$ cat src/rtl/apb_scan_pkg.sv
package apb_scan_pkg;

    // Word index taken from paddr[3:2]
    localparam logic [1:0] IDX_CTRL = 2'd0;
    localparam logic [1:0] IDX_STIM = 2'd1;
    localparam logic [1:0] IDX_RESP = 2'd2;
    localparam logic [1:0] IDX_STAT = 2'd3;

    // Bit positions inside control and status words
    localparam int unsigned CTRL_MODE_BIT = 0;
    localparam int unsigned CTRL_CLR_BIT  = 1;
    localparam int unsigned STAT_VLD_BIT  = 0;
    localparam int unsigned STAT_PEND_BIT = 1;

    typedef enum logic [1:0] {
        SEQ_IDLE = 2'd0,
        SEQ_ARM  = 2'd1,
        SEQ_HIGH = 2'd2
    } seq_e;

    typedef struct packed {
        logic       valid;
        logic       write;
        logic       bad;
        logic [1:0] idx;
    } acc_t;

endpackage

$ cat src/rtl/apb_scan_decode.sv
module apb_scan_decode
    import apb_scan_pkg::*;
#(
    parameter int unsigned ADDR_W = 4
) (
    input  logic              psel_i,
    input  logic              penable_i,
    input  logic              pwrite_i,
    input  logic [ADDR_W-1:0] paddr_i,
    output acc_t              acc_o
);

    localparam logic [ADDR_W-1:0] HI_MASK = ~ADDR_W'(15);

    always_comb begin
        acc_o.valid = psel_i && penable_i;
        acc_o.write = pwrite_i;
        acc_o.idx   = paddr_i[3:2];
        acc_o.bad   = (|paddr_i[1:0]) || (|(paddr_i & HI_MASK));
    end

endmodule

$ cat src/rtl/apb_scan_core.sv
module apb_scan_core
    import apb_scan_pkg::*;
#(
    parameter int unsigned DATA_W = 32,
    parameter int unsigned SCAN_W = 8
) (
    input  logic              clk_i,
    input  logic              rst_ni,
    input  acc_t              acc_i,
    input  logic [DATA_W-1:0] pwdata_i,
    input  logic [SCAN_W-1:0] scan_out_i,
    output logic [DATA_W-1:0] prdata_o,
    output logic              pready_o,
    output logic              pslverr_o,
    output logic              mode_o,
    output logic              pend_o,
    output logic              rvalid_o,
    output logic              tck_o,
    output logic [SCAN_W-1:0] stim_o
);

    typedef struct packed {
        logic              mode;
        logic              pend;
        logic              rvalid;
        logic              tck;
        seq_e              phase;
        logic [SCAN_W-1:0] stim;
        logic [SCAN_W-1:0] resp;
    } state_t;

    state_t st_d, st_q;
    logic   stall_w;
    logic   fire_w;
    logic   unused_hi;

    assign unused_hi = ^pwdata_i;

    always_comb begin
        st_d      = st_q;
        prdata_o  = '0;
        pslverr_o = 1'b0;
        stall_w   = acc_i.valid && acc_i.write && !acc_i.bad &&
                    (acc_i.idx == IDX_STIM) && st_q.mode && st_q.pend;
        pready_o  = !stall_w;
        fire_w    = acc_i.valid && !stall_w;

        // Pulse sequencer: low gap, high cycle, capture on the fall
        case (st_q.phase)
            SEQ_ARM: begin
                st_d.tck   = 1'b1;
                st_d.phase = SEQ_HIGH;
            end
            SEQ_HIGH: begin
                st_d.tck    = 1'b0;
                st_d.resp   = scan_out_i;
                st_d.rvalid = 1'b1;
                st_d.pend   = 1'b0;
                st_d.phase  = SEQ_IDLE;
            end
            default: ;
        endcase

        if (fire_w) begin
            if (acc_i.bad) begin
                pslverr_o = 1'b1;
            end else if (acc_i.write) begin
                case (acc_i.idx)
                    IDX_CTRL: begin
                        st_d.mode = pwdata_i[CTRL_MODE_BIT];
                        if (pwdata_i[CTRL_CLR_BIT] || !pwdata_i[CTRL_MODE_BIT]) begin
                            st_d.phase  = SEQ_IDLE;
                            st_d.tck    = 1'b0;
                            st_d.pend   = 1'b0;
                            st_d.rvalid = 1'b0;
                            st_d.resp   = st_q.resp;
                        end
                    end
                    IDX_STIM: begin
                        if (st_q.mode) begin
                            if (st_q.rvalid) begin
                                pslverr_o = 1'b1;
                            end else begin
                                st_d.stim  = pwdata_i[SCAN_W-1:0];
                                st_d.pend  = 1'b1;
                                st_d.phase = SEQ_ARM;
                            end
                        end
                    end
                    default: ;
                endcase
            end else begin
                case (acc_i.idx)
                    IDX_CTRL: prdata_o[CTRL_MODE_BIT] = st_q.mode;
                    IDX_RESP: begin
                        prdata_o[SCAN_W-1:0] = st_q.resp;
                        if (st_q.rvalid) st_d.rvalid = 1'b0;
                    end
                    IDX_STAT: begin
                        prdata_o[STAT_VLD_BIT]  = st_q.rvalid;
                        prdata_o[STAT_PEND_BIT] = st_q.pend;
                    end
                    default: ;
                endcase
            end
        end
    end

    always_ff @(posedge clk_i or negedge rst_ni) begin
        if (!rst_ni) st_q <= '0;
        else         st_q <= st_d;
    end

    assign mode_o   = st_q.mode;
    assign pend_o   = st_q.pend;
    assign rvalid_o = st_q.rvalid;
    assign tck_o    = st_q.tck;
    assign stim_o   = st_q.stim;

endmodule

$ cat src/rtl/apb_scan_mux.sv
module apb_scan_mux #(
    parameter int unsigned SCAN_W = 8
) (
    input  logic              mode_i,
    input  logic [SCAN_W-1:0] stim_i,
    input  logic              tck_i,
    input  logic [SCAN_W-1:0] gpio_in_i,
    input  logic              gpio_clk_i,
    output logic [SCAN_W-1:0] scan_in_o,
    output logic              scan_clk_o
);

    for (genvar b = 0; b < SCAN_W; b++) begin : g_lane
        assign scan_in_o[b] = mode_i ? stim_i[b] : gpio_in_i[b];
    end

    assign scan_clk_o = mode_i ? tck_i : gpio_clk_i;

endmodule

$ cat src/rtl/apb_scan_bridge.sv
module apb_scan_bridge
    import apb_scan_pkg::*;
#(
    parameter int unsigned ADDR_W = 4,
    parameter int unsigned DATA_W = 32,
    parameter int unsigned SCAN_W = 8
) (
    input  logic              pclk,
    input  logic              presetn,
    input  logic              psel,
    input  logic              penable,
    input  logic              pwrite,
    input  logic [ADDR_W-1:0] paddr,
    input  logic [DATA_W-1:0] pwdata,
    output logic [DATA_W-1:0] prdata,
    output logic              pready,
    output logic              pslverr,
    input  logic [SCAN_W-1:0] gpio_scan_in,
    input  logic              gpio_scan_clk,
    input  logic [SCAN_W-1:0] scan_out,
    output logic [SCAN_W-1:0] scan_in,
    output logic              scan_clk
);

    acc_t              acc_w;
    logic              mode_w;
    logic              pend_w;
    logic              rvalid_w;
    logic              tck_w;
    logic [SCAN_W-1:0] stim_w;

    apb_scan_decode #(.ADDR_W(ADDR_W)) u_dec (
        .psel_i    (psel),
        .penable_i (penable),
        .pwrite_i  (pwrite),
        .paddr_i   (paddr),
        .acc_o     (acc_w)
    );

    apb_scan_core #(.DATA_W(DATA_W), .SCAN_W(SCAN_W)) u_core (
        .clk_i      (pclk),
        .rst_ni     (presetn),
        .acc_i      (acc_w),
        .pwdata_i   (pwdata),
        .scan_out_i (scan_out),
        .prdata_o   (prdata),
        .pready_o   (pready),
        .pslverr_o  (pslverr),
        .mode_o     (mode_w),
        .pend_o     (pend_w),
        .rvalid_o   (rvalid_w),
        .tck_o      (tck_w),
        .stim_o     (stim_w)
    );

    apb_scan_mux #(.SCAN_W(SCAN_W)) u_mux (
        .mode_i     (mode_w),
        .stim_i     (stim_w),
        .tck_i      (tck_w),
        .gpio_in_i  (gpio_scan_in),
        .gpio_clk_i (gpio_scan_clk),
        .scan_in_o  (scan_in),
        .scan_clk_o (scan_clk)
    );

endmodule

$ cat config.mk
export PLATFORM = sky130hd
export DESIGN_NAME = apb_scan_bridge
export DESIGN_NICKNAME = d
export VERILOG_FILES = /design/src/rtl/apb_scan_pkg.sv /design/src/rtl/apb_scan_decode.sv /design/src/rtl/apb_scan_core.sv /design/src/rtl/apb_scan_mux.sv /design/src/rtl/apb_scan_bridge.sv
export SDC_FILE = /design/constraint.sdc
export NUM_CORES = 1
export LEC_CHECK = 0
export ABC_AREA = 1
export BUFFER_PORTS_ARGS = -buffer_cell sky130_fd_sc_hd__buf_2
export CAP_MARGIN = 40
export CORE_ASPECT_RATIO = 1.1
export CORE_MARGIN = 2
export CORE_UTILIZATION = 38
export CTS_CLUSTER_SIZE = 12
export DETAILED_ROUTE_END_ITERATION = 12
export PLACE_DENSITY_LB_ADDON = 0.08
export SYNTH_ARGS = -nofsm -noshare
export SYNTH_HDL_FRONTEND = slang
export SYNTH_HIERARCHICAL = 1
export SYNTH_SLANG_ARGS = --single-unit
export TNS_END_PERCENT = 10
$ cat constraint.sdc
create_clock -name pclk -period 1.5 [get_ports pclk]
set_clock_uncertainty 0.05 [all_clocks]
set_input_delay 0.3 -clock pclk [delete_from_list [all_inputs] [get_ports pclk]]
set_output_delay 0.3 -clock pclk [all_outputs]
set_load 0.005 [all_outputs]
==> metrics <==
first-pass GRT wire length 5.602 mm; Overall Power 1.993 mW; crit path max fanout 3; Switching Power 711.3 µW; Area growth, synth to finish 22.01%; fmax 631.1 MHz; share of power burned in registers 0.412; DIE HEIGHT 74.26 µm; Setup TNS Final -430.7 ps; Distinct cells, synth 29; pin count of the biggest net entering global routing 23; DRC Markers 0; I/O Buffers 52; layout cells sized above 1 0.3584; Critical Path RT 1150 ps; GRT Util Overall 0.1447; crit path cell chain buf_6, nand2_2, inv_2, a31oi_1, nor2_1, buf_2; Max stage delay on crit path 430 ps; width of the die 67.88 µm; Slew Viols, Final 0; Fill cells 465; total gr overflow 0; number of diodes 0; PnR worst setup slack -84.48 ps; Routed Antenna Nets 0; Static Leak 1.191 nW; status complete, but fails checks; Post-synth EDFFs 0; failing checks setup timing; max_cap viols 0; Startpoint Class flop; antenna violations before repair 0; Syn Std Cell Area 0.001705 mm²; routed wire length 3.476 mm; Nets 355; worst-case reg-to-reg path depth 8; crit path DAT 1230 ps; vias 1,462; critical path endpoint category primary output; Seq cells post-synth 22; Yosys Warn Count 6; Cell Rows 25; sw frac 0.3569; GPL Wtd Cong 0.8260; Post-synth top flop dfrtp_1; Initial DRC Count 17; TritonRoute pass-1 iters 3; Clock Power Share 0.226; Pint 1.282 mW; RSZ-0062 raised after global routing true; root buffer cell clkbuf_8; Worst-path clk slew 90 ps; Core Box Area 0.004317 mm²; Via-to-Cell Ratio 4.213; Slew @ Worst Pin 506.6 ps; Initial Utilization 0.3951; Crit Path Class flop to primary output; worst hold slack 202.0 ps; CTS tree built; Period Utilization, post-route 1.056; CP max-delay cell dfrtp_1; IO Pins 101; Slew HR 0.6623; Mapped Avg Cell Area 7.226 µm²; die area 0.005040 mm²; Comb pwr share 0.362; Final Critical Period 1584 ps; Clock Path Buffers 2; Worst Hold Class primary input to flop; Seq/Total Area, Yosys 0.3228; CTS Buf Count 3; HPWL after DPL 2.753 mm; asr flop ratio synth 1.000; vias in the first global route 1,299; maximum vdd ir drop 543.9 µV; routed len/inst 10.02 µm; H-tree Lvls 1; worst hold stages 3; Hold Fails Final Rpt 0; Sink Count 22; Pwr Density 957.9 mW/mm²; worst-skew pair later-pin latency 270 ps; Mapped Cells 236; final setup vio count 11
cells by family after synthesis:
logic type,synth area share
AO/OA/AOI/OAI,0.05209
adder cells (fa/ha/maj),0.02201
buffers and inverters,0.2194
flip-flops,0.3228
other,0.002199
AND/OR/NAND/NOR,0.3815
routing by layer:
layer / global-route usage / vias up / share of wire
met5: 0 / - / 0
met4: 0.04000 / 0 / 0.0066
met3: 0.02421 / 3 / 0.072
met2: 0.2593 / 49 / 0.50
met1: 0.1784 / 621 / 0.42
li1: - / 789 / -
worst max-delay path: cells and delay by family (launching register included):
kind | cells | cell delay [ps]
DFF | 1 | 430
and+or+nand+nor | 2 | 110
AOI/OAI and AO/OA | 1 | 150
buffers and inverters | 3 | 290
registers in the layout, indices dropped and copies added, names as in the netlist:
signal and cells:
u_core/pend_o 1, u_core/tck_o 1, u_core/mode_o 1, u_core/rvalid_o 1, u_core/stim_o 8, u_core/st_q 10
layout by cell type (no fill, tap or decap), types with 2 or more instances in the layout:
cell	Yosys	final
o21ai_1	2	2
o21ai_0	5	5
inv_4	1	2
ha_1	3	2
inv_1	20	16
inv_2	4	7
nand2_1	83	77
nand3_1	19	19
nand2_2	2	7
nand2_8	1	2
buf_4	35	13
nor2_1	15	14
nor2_4	2	2
clkbuf_8	0	4
nor2_2	2	3
a21oi_2	0	2
conb_1	1	24
dfrtp_1	22	22
nor2_8	2	2
buf_2	0	52
nand3_4	3	3
cell usage after synthesis, types with 3 or more instances:
| cell type | instances | area share |
|---|---|---|
| inv_1 | 20 | 0.044 |
| inv_2 | 4 | 0.0088 |
| buf_4 | 35 | 0.15 |
| o21ai_0 | 5 | 0.015 |
| nand3_4 | 3 | 0.031 |
| nor2_1 | 15 | 0.033 |
| nand3_1 | 19 | 0.056 |
| ha_1 | 3 | 0.022 |
| dfrtp_1 | 22 | 0.32 |
| nand2_1 | 83 | 0.18 |
| a21oi_1 | 3 | 0.0088 |
power groups by stage:
stage | Combinational (mW) | Sequential (mW) | Clock [mW]
4_1_cts | 0.645 | 0.811 | 0.454
2_1_floorplan | 0.472 | 0.806 | 0
3_3_place_gp | 0.615 | 0.817 | 0
5_1_grt | 0.851 | 0.842 | 0.478
6_report | 0.722 | 0.822 | 0.450
3_5_place_dp | 0.625 | 0.820 | 0
final timing paths:
| kind | endpoint | startpoint | slack (ps) |
|---|---|---|---|
| worst max-delay path | pslverr | u_core/mode_o | -80 |
| min in group asynchronous | u_core/st_q[2] | presetn | 470 |
| worst max register to register | u_core/st_q[1] | u_core/mode_o | 100 |
| worst min register to register | u_core/stim_o[6] | u_core/stim_o[6] | 430 |
| worst min-delay path | u_core/st_q[7] | scan_out[7] | 200 |
| max in group asynchronous | u_core/mode_o | presetn | 590 |
cell type report:
type                       count  area [µm²]  share of cell area
tap                           54       67.56             0.03247
clock buffer                   4       55.05             0.02646
inverter                      25       98.84             0.04750
multi-input combinational    175       929.6              0.4468
timing repair buffer          67       379.1              0.1822
sequential                    22       550.5              0.2646
metrics by stage:
stage | cells | util | area (µm²) | worst slack, ps
2_1_floorplan | 259 | - | 1792 | 98.67
3_3_place_gp | 339 | 0.4458 | 1924 | -103.3
3_5_place_dp | 339 | 0.4458 | 1924 | -85.95
4_1_cts | 346 | 0.4681 | 2021 | -97.92
5_1_grt | 347 | 0.4820 | 2081 | -127.1
6_report | 347 | 0.4820 | 2081 | -84.48
what timing repair did:
action                                  CTS  global route
hold buffers                              1             0
gates resized for setup                   7            13
endpoints found under the setup margin   18            20
setup buffers                             2             1
pin swaps                                 4             4
hold endpoints to repair                 22             0
cloned                                    0             0
(Power assumes the default switching activity.)
